**src/rtl/opnd_fetch_pkg.sv**
```systemverilog
package opnd_fetch_pkg;
    localparam int ARP_W = 1;
    localparam int AR_N  = 1 << ARP_W;

    typedef enum logic [1:0] {
        ST_IDLE = 2'd0,
        ST_ADDR = 2'd1,
        ST_LOAD = 2'd2
    } fetch_st_e;
endpackage

```
**src/rtl/opnd_fetch_agen.sv**
```systemverilog
module opnd_fetch_agen #(
    parameter int OFS_W = 7,
    parameter int DP_W  = 1,
    localparam int ADDR_W = DP_W + OFS_W
) (
    input  logic              ind,
    input  logic [OFS_W-1:0]  ofs,
    input  logic [DP_W-1:0]   dpage,
    input  logic [ADDR_W-1:0] ar_addr,
    output logic [ADDR_W-1:0] addr
);
    always_comb begin
        if (ind) addr = ar_addr;
        else     addr = {dpage, ofs};
    end
endmodule

```
**src/rtl/opnd_fetch_xsh.sv**
```systemverilog
module opnd_fetch_xsh #(
    parameter int DATA_W = 16,
    parameter int SH_W   = 4,
    parameter int OUT_W  = 32,
    localparam int PAD_W = OUT_W - DATA_W
) (
    input  logic [DATA_W-1:0] word,
    input  logic              sx,
    input  logic [SH_W-1:0]   sh,
    output logic [OUT_W-1:0]  result
);
    logic [OUT_W-1:0] wide;

    always_comb begin
        wide   = sx ? {{PAD_W{word[DATA_W-1]}}, word} : {{PAD_W{1'b0}}, word};
        result = wide << sh;
    end
endmodule

```
**src/rtl/opnd_fetch_arf.sv**
```systemverilog
module opnd_fetch_arf
    import opnd_fetch_pkg::*;
#(
    parameter int DATA_W = 16,
    parameter int MOD_W  = 9,
    parameter int ADDR_W = 8
) (
    input  logic                     clk,
    input  logic                     rst_n,
    input  logic                     mod_en,
    input  logic                     step_up,
    input  logic                     step_dn,
    input  logic                     ptr_ld,
    input  logic [ARP_W-1:0]         ptr_val,
    input  logic                     ld_en,
    input  logic [ARP_W-1:0]         ld_sel,
    input  logic [DATA_W-1:0]        ld_data,
    output logic [ADDR_W-1:0]        cur_addr,
    output logic [AR_N*DATA_W-1:0]   ar_flat,
    output logic [ARP_W-1:0]         ptr
);
    logic [DATA_W-1:0] ar_q [AR_N];
    logic [ARP_W-1:0]  ptr_q;

    always_ff @(posedge clk or negedge rst_n) begin
        if (!rst_n)      ptr_q <= '0;
        else if (ptr_ld) ptr_q <= ptr_val;
    end

    for (genvar i = 0; i < AR_N; i++) begin : g_ar
        logic [MOD_W-1:0] stepped;
        always_comb begin
            stepped = ar_q[i][MOD_W-1:0]
                    + {{(MOD_W-1){1'b0}}, step_up}
                    - {{(MOD_W-1){1'b0}}, step_dn};
        end

        always_ff @(posedge clk or negedge rst_n) begin
            if (!rst_n)
                ar_q[i] <= '0;
            else if (ld_en && (ld_sel == ARP_W'(i)))
                ar_q[i] <= ld_data;
            else if (mod_en && (ptr_q == ARP_W'(i)))
                ar_q[i] <= {ar_q[i][DATA_W-1:MOD_W], stepped};
        end

        assign ar_flat[i*DATA_W +: DATA_W] = ar_q[i];
    end

    assign cur_addr = ar_q[ptr_q][ADDR_W-1:0];
    assign ptr      = ptr_q;
endmodule

```
**src/rtl/opnd_fetch.sv**
```systemverilog
module opnd_fetch
    import opnd_fetch_pkg::*;
#(
    parameter int DATA_W = 16,
    parameter int OFS_W  = 7,
    parameter int DP_W   = 1,
    parameter int MOD_W  = 9,
    parameter int SH_W   = 4,
    parameter int OUT_W  = 32,
    localparam int ADDR_W = DP_W + OFS_W
) (
    input  logic                   clk,
    input  logic                   rst_n,
    input  logic                   issue,
    input  logic [7:0]             issue_op,
    input  logic                   issue_lar,
    input  logic                   issue_tgt,
    input  logic                   issue_sx,
    input  logic [SH_W-1:0]        issue_shift,
    input  logic [DP_W-1:0]        issue_dp,
    output logic                   busy,
    output logic                   mem_rd,
    output logic [ADDR_W-1:0]      mem_addr,
    input  logic [DATA_W-1:0]      mem_rdata,
    output logic [OUT_W-1:0]       opnd,
    output logic                   opnd_vld,
    output logic [AR_N*DATA_W-1:0] ar_bank,
    output logic                   arp
);
    fetch_st_e st_q, st_d;

    logic              ind_q, up_q, dn_q, keep_ptr_q, ptr_bit_q;
    logic [OFS_W-1:0]  ofs_q;
    logic              lar_q, tgt_q, sx_q;
    logic [SH_W-1:0]   sh_q;
    logic [DP_W-1:0]   dp_q;
    logic              accept, commit;
    logic [ADDR_W-1:0] cur_addr;
    logic [OUT_W-1:0]  shifted;
    logic [OUT_W-1:0]  opnd_q;
    logic              vld_q;
    logic [ARP_W-1:0]  ptr;

    assign accept = issue && (st_q == ST_IDLE);
    assign commit = (st_q == ST_LOAD);

    // state register
    always_ff @(posedge clk or negedge rst_n) begin
        if (!rst_n) st_q <= ST_IDLE;
        else        st_q <= st_d;
    end

    // next state
    always_comb begin
        st_d = st_q;
        unique case (st_q)
            ST_IDLE: if (issue) st_d = ST_ADDR;
            ST_ADDR: st_d = ST_LOAD;
            ST_LOAD: st_d = ST_IDLE;
            default: st_d = ST_IDLE;
        endcase
    end

    // outputs decoded from state
    always_comb begin
        busy   = 1'b0;
        mem_rd = 1'b0;
        unique case (st_q)
            ST_IDLE: ;
            ST_ADDR: begin busy = 1'b1; mem_rd = 1'b1; end
            ST_LOAD: busy = 1'b1;
            default: ;
        endcase
    end

    // instruction fields, captured on acceptance only
    always_ff @(posedge clk or negedge rst_n) begin
        if (!rst_n) begin
            ind_q <= 1'b0; up_q <= 1'b0; dn_q <= 1'b0;
            keep_ptr_q <= 1'b1; ptr_bit_q <= 1'b0;
            ofs_q <= '0; lar_q <= 1'b0; tgt_q <= 1'b0;
            sx_q <= 1'b0; sh_q <= '0; dp_q <= '0;
        end else if (accept) begin
            ind_q      <= issue_op[7];
            ofs_q      <= issue_op[OFS_W-1:0];
            up_q       <= issue_op[5];
            dn_q       <= issue_op[4];
            keep_ptr_q <= issue_op[3];
            ptr_bit_q  <= issue_op[0];
            lar_q      <= issue_lar;
            tgt_q      <= issue_tgt;
            sx_q       <= issue_sx;
            sh_q       <= issue_shift;
            dp_q       <= issue_dp;
        end
    end

    opnd_fetch_agen #(.OFS_W(OFS_W), .DP_W(DP_W)) agen_i (
        .ind     (ind_q),
        .ofs     (ofs_q),
        .dpage   (dp_q),
        .ar_addr (cur_addr),
        .addr    (mem_addr)
    );

    opnd_fetch_xsh #(.DATA_W(DATA_W), .SH_W(SH_W), .OUT_W(OUT_W)) xsh_i (
        .word   (mem_rdata),
        .sx     (sx_q),
        .sh     (sh_q),
        .result (shifted)
    );

    opnd_fetch_arf #(.DATA_W(DATA_W), .MOD_W(MOD_W), .ADDR_W(ADDR_W)) arf_i (
        .clk      (clk),
        .rst_n    (rst_n),
        .mod_en   (commit && ind_q),
        .step_up  (up_q),
        .step_dn  (dn_q),
        .ptr_ld   (commit && ind_q && !keep_ptr_q),
        .ptr_val  (ptr_bit_q),
        .ld_en    (commit && lar_q),
        .ld_sel   (tgt_q),
        .ld_data  (mem_rdata),
        .cur_addr (cur_addr),
        .ar_flat  (ar_bank),
        .ptr      (ptr)
    );

    // operand register
    always_ff @(posedge clk or negedge rst_n) begin
        if (!rst_n) begin
            opnd_q <= '0;
            vld_q  <= 1'b0;
        end else begin
            vld_q <= commit;
            if (commit) opnd_q <= shifted;
        end
    end

    assign opnd     = opnd_q;
    assign opnd_vld = vld_q;
    assign arp      = ptr;
endmodule

```
**config.mk**
```make
export PLATFORM = sky130hd
export DESIGN_NAME = opnd_fetch
export DESIGN_NICKNAME = d
export VERILOG_FILES = /design/src/rtl/opnd_fetch_pkg.sv /design/src/rtl/opnd_fetch_agen.sv /design/src/rtl/opnd_fetch_xsh.sv /design/src/rtl/opnd_fetch_arf.sv /design/src/rtl/opnd_fetch.sv
export SDC_FILE = /design/constraint.sdc
export NUM_CORES = 1
export LEC_CHECK = 0
export ABC_AREA = 0
export BUFFER_PORTS_ARGS = -buffer_cell sky130_fd_sc_hd__buf_2
export CAP_MARGIN = 20
export CORE_MARGIN = 8
export CORE_UTILIZATION = 30
export DETAILED_ROUTE_END_ITERATION = 12
export GPL_TIMING_DRIVEN = 1
export SETUP_SLACK_MARGIN = 0.5
export SLEW_MARGIN = 20
export SYNTH_ARGS = -nofsm -noshare
export SYNTH_HDL_FRONTEND = slang
export SYNTH_SLANG_ARGS = --single-unit
```
**constraint.sdc**
```tcl
create_clock -name clk -period 2.4 [get_ports clk]
set_clock_uncertainty 0.05 [all_clocks]
set_input_delay 0.48 -clock clk [delete_from_list [all_inputs] [get_ports clk]]
set_output_delay 0.48 -clock clk [all_outputs]
set_load 0.05 [all_outputs]
```
# Yosys cells after proc, flatten, opt, wreduce, memory -nomap -nowiden
# Cells that the tools add are included.
[op_classes]
addsub = 4
n_lt_le_gt_ge = 1
n_eq_ne = 3
n_shift = 1
n_mux = 13
bitwise = 3
reduce_logical = 13
[op_table]
columns = ["op", "n"]
rows = [
  ["$mux 16", 2],
  ["$mux 32", 1],
  ["$mux 8", 4],
  ["$shl 32x4->32", 1],
  ["$add 9x1->9", 2],
  ["$mux 9", 2],
  ["$sub 9x1->9", 2],
  ["$logic_and 1x1->1", 8],
  ["$pmux 2 s2", 1],
  ["$reduce_bool 2->1", 2],
  ["$eq 2x1->1 const B", 1],
  ["$eq 2x2->1 const B", 1],
  ["$ge 2x2->1 const B", 1],
  ["$logic_not 2->1", 1],
  ["$mux 1", 2],
  ["$mux 2", 1],
  ["$ne 2x2->1 const B", 1],
  ["$not 1->1", 2],
  ["$not 1->2", 1],
  ["$reduce_or 2->1", 1],
  ["$logic_not 1->1", 1],
]
[totals]
reg_bits = 88
input_bits = 35
output_inout_bits = 76
wordCells = 57

# Longest topological paths before layout
[depth]
depth_word = 5
mapped_depth = 10

# By module
# Synthesis repeated with hierarchy kept, for this count alone.
[unflattened]
hier_cells = 583
hier_area_um2 = 5748.0
[by_module_without_submodules]
columns = ["mod", "instances", "cells_each", "area_per_inst_um2", "seq_area_each_um2"]
rows = [
  ["opnd_fetch_arf", 1, 291, 2361.0, 825.8],
  ["opnd_fetch", 1, 121, 2065.7, 1302.5],
  ["opnd_fetch_xsh", 1, 162, 1189.9, 0.0],
  ["opnd_fetch_agen", 1, 9, 131.4, 0.0],
]

# Least setup slack after synthesis
# OpenSTA, ideal clock, no wires.
[synth_path]
kind = "flip-flop to flip-flop"
from = "register arf_i.ar_q (netlist bit arf_i.ar_flat[0])"
to = "register arf_i.ar_q (netlist bit arf_i.ar_flat[8])"
setup_time_ns = 0.131
arrival_ns = 2.538
required_ns = 2.219
slack_ns = -0.320
stages_incl_launch_ff = 11
path_buffers = 0
period_less_slack_ns = 2.720
path_cell_list = "dfrtp_1 inv_1 ha_1 inv_1 ha_1 fa_1 a21oi_1 o22ai_1 mux2i_1 mux2i_1 or3_1"
[synth_between]
elab_chain_cells = 4
[synth_lines]
columns = ["element", "line_no", "rtl"]
rows = [
  ["from (decl)", "opnd_fetch_arf.sv:22", "logic [DATA_W-1:0] ar_q [AR_N];"],
  ["from (signal, indexed assignment)", "opnd_fetch_arf.sv:42", "ar_q[i] <= ld_data;"],
  ["from (signal, indexed assignment)", "opnd_fetch_arf.sv:44", "ar_q[i] <= {ar_q[i][DATA_W-1:MOD_W], stepped};"],
  ["$add 9x1->9", "opnd_fetch_arf.sv:34", "+ {{(MOD_W-1){1'b0}}, step_up}"],
  ["$sub 9x1->9", "opnd_fetch_arf.sv:35", "- {{(MOD_W-1){1'b0}}, step_dn};"],
  ["$mux 9", "opnd_fetch_arf.sv:43", "else if (mod_en && (ptr_q == ARP_W'(i)))"],
  ["$mux 16", "opnd_fetch_arf.sv:41", "else if (ld_en && (ld_sel == ARP_W'(i)))"],
]
# Every way passes these cells. The select of a mux whose other input is x is not followed.
# A chain may end at the register's enable or synchronous reset.

==> out/metrics.yaml <==
yosys:
  synth_edf_count: 0
  synth_area_sq_um: 5150
  synth_warnings: 0
  yosys.cell_types.count: 51
  synth_area_per_cell_sq_um: 9.65
  yosys_most_used_dff: "dfrtp_1"
  syn_inst: 534
  ys_seq_area_frac: 0.413
  synth-seq-cells: 85
  synthArstFlopShare: 1.00
  synthesis.nets: 593
sta:
  max_freq_ghz: 0.432
  slew_headroom: 0.789
  rsz0062_at_grt: "yes"
  setup_tns_ps: 0
  finalMaxSlewViolations: 0
  fin_crit_sh: 0.964
  hold_viol_final: 0
  setup_viol: 0
  period_needed_ps: 2310
  finalWorstSetupSlack_ps: 85.6
  worst_pin_slew_ps: 307
job:
  maxCapViolCount: 0
clocking:
  clockBufferDepth: 2
  cts_buffers: 9
  insertion_delay_ps: 340
  clock_sinks: 85
  path_clk_slew_ps: 70
  htreeDepth: 3
  cts_tree: "yes"
  ctsRootBufferMaster: "clkbuf_16"
worst_setup_path:
  crit_path_end_kind: "flip-flop"
  crit_family: "adder cells"
  crit_slowest_cell: "dfrtp_2"
  slowest_delay_ps: 450
  path_cells: "ha_4 -> inv_2 -> ha_4 -> fa_2 -> a21o_1 -> a22oi_2 -> mux2i_1 -> mux2i_1 -> nand2_1"
  cp.required_ps: 2570
  worstSetupStartpointType: "flip-flop"
  path_max_fanout: 3
  worst-setup-path-type: "flip-flop to flip-flop"
  critPathBufInv: 1
  cp.arrival_ps: 2490
placed_design:
  dp_cells: 860
  place_ws_ps: 15.4
  gp_congestion: 0.876
  hpwl_um: 12300
  port_buffers: 110
route:
  antenna_left: 0
  drtIter0Drc: 326
  vias_per_cell: 5.08
  drc: 0
  num_vias: 4580
  firstDrtPassIters: 4
  routedWlPerCell_um: 18.1
  wl_um: 16300
floorplan:
  top_level_ports: 111
  initial_core_util: 0.302
  die_x_um: 147
  die_area_sq_um: 21600
  core_area_sq_um: 17100
  fp.dieH_um: 147
  row_count: 48
global_routing:
  antenna_found_initial: 4
  grt.total_usage: 0.149
  grt_pass1_vias: 4553
  grt_max_degree: 48
  grt_first_pass_wirelength_um: 25600
  gr-total-overflow: 0
finish:
  nets: 729
  drive_gt1_frac: 0.397
  seqCellArea_sq_um: 2150
  fillers: 1712
  multi_input_area_sq_um: 3100
  areaGrowthSynthToFinish_pct: 34.9
  final_cell_count_no_fill: 901
status:
  outcome: "finished, final reports clean"
hold_path:
  hp-class: "primary input to flip-flop"
Yosys cell counts (2+ instances only):
| cell type | count | area [sq um] |
|---|---|---|
| or2_2 | 3 | 18.8 |
| and3_1 | 5 | 31.3 |
| o22ai_1 | 9 | 56.3 |
| or3_1 | 4 | 25.0 |
| dfrtp_1 | 84 | 2100 |
| a21o_1 | 15 | 113 |
| clkbuf_1 | 16 | 60.1 |
| mux4_2 | 5 | 113 |
| nor2_1 | 52 | 195 |
| o211ai_1 | 2 | 15.0 |
| mux4_1 | 8 | 210 |
| buf_1 | 3 | 11.3 |
| inv_1 | 29 | 109 |
| xnor2_1 | 7 | 61.3 |
| fa_1 | 2 | 40.0 |
| a31oi_1 | 8 | 50.1 |
| o21ai_0 | 20 | 100 |
| buf_2 | 8 | 40.0 |
| mux2_2 | 19 | 214 |
| xor2_1 | 3 | 26.3 |
| a21oi_1 | 51 | 255 |
| nand2_1 | 74 | 278 |
| a22oi_1 | 6 | 45.0 |
| o21a_1 | 5 | 37.5 |
| o221ai_1 | 2 | 17.5 |
| nand3_1 | 6 | 30.0 |
| nand3b_1 | 2 | 15.0 |
| o2bb2ai_1 | 8 | 70.1 |
| a22o_1 | 2 | 17.5 |
| mux2i_1 | 30 | 300 |
| ha_1 | 22 | 275 |
| nor3_1 | 3 | 15.0 |
| nand2b_1 | 3 | 18.8 |
per-stage QoR:
step                instance area (sq um)  utilization  hold WS [ps]
global placement                     6190        0.363           324
CTS                                  6780        0.397           309
floorplan                            5340            -           134
detailed placement                   6190        0.363           324
global route                         6950        0.407           304
finish                               6950        0.407           311
worst reg2reg max path, delay by kind of cell (launching register included):
family,cells,cell delay [ps]
adders and majority gates,3,750
DFF,1,450
muxes,2,430
AOI/OAI and AO/OA,2,420
and+or+nand+nor,1,60
buffers and inverters,1,30
path summary, 6_finish.rpt:
kind / to / cells after the start / slack [ps] / from
worst max-delay path: arf_i.ar_flat[24] / 9 / 90 / ofs_q[4]
worst min-delay path: dp_q / 2 / 310 / issue_dp
worst max register to register: arf_i.ar_flat[24] / 9 / 90 / ofs_q[4]
worst min register to register: keep_ptr_q / 2 / 410 / keep_ptr_q
max in group asynchronous: keep_ptr_q / 3 / 1120 / rst_n
min in group asynchronous: arf_i.ar_flat[14] / 2 / 550 / rst_n
repair_timing:
action	CTS	global route
setup endpoints to repair	42	39
gates resized for setup	42	30
pin swaps	21	16
hold buffers	1	0
endpoints found under the hold margin	16	0
buffers inserted	15	8
state kept, by name, summed over array words and instances, names as in the netlist:
register	count
arf_i.ar_flat	32
lar_q	1
opnd	32
st_q	2
ind_q	1
keep_ptr_q	1
dp_q	1
sh_q	4
opnd_vld	1
tgt_q	1
ofs_q	7
arf_i.ptr	1
sx_q	1
area by class of cell:
| type | count | area share |
|---|---|---|
| multi-input combinational | 390 | 0.446 |
| timing repair buffer | 154 | 0.144 |
| sequential | 85 | 0.309 |
| antenna | 1 | 0.000360 |
| clock buffer | 9 | 0.0324 |
| tap | 225 | 0.0405 |
| clock inverter | 7 | 0.0113 |
| inverter | 30 | 0.0166 |
cell families after synthesis:
group	Yosys count	synth area share
simple gates	158	0.131
compound gates	135	0.163
flops	85	0.413
mux	63	0.165
buf+inv	59	0.0495
fa+ha+maj	24	0.0612
xor+xnor	10	0.0170
layout by cell type, fill, tap and decap left out, types with 15 or more instances in the layout:
master / count
ha_1: 15
buf_2: 100
a21o_1: 15
buf_4: 37
o21ai_0: 16
nand2_1: 72
nor2_1: 52
dfrtp_1: 72
inv_1: 22
a21oi_1: 36
mux2_2: 19
mux2i_1: 20
per-layer routing:
layer	track usage	part of all wire	up-vias
met5	0	0.0023	-
met1	0.193	0.45	2212
met4	0.0291	0.014	6
met2	0.230	0.45	165
met3	0.0575	0.086	27
li1	-	-	2170
Power is left out: the tool's default activity adds up to more than one toggle a clock period on the data nets, which glitch-free logic cannot reach.
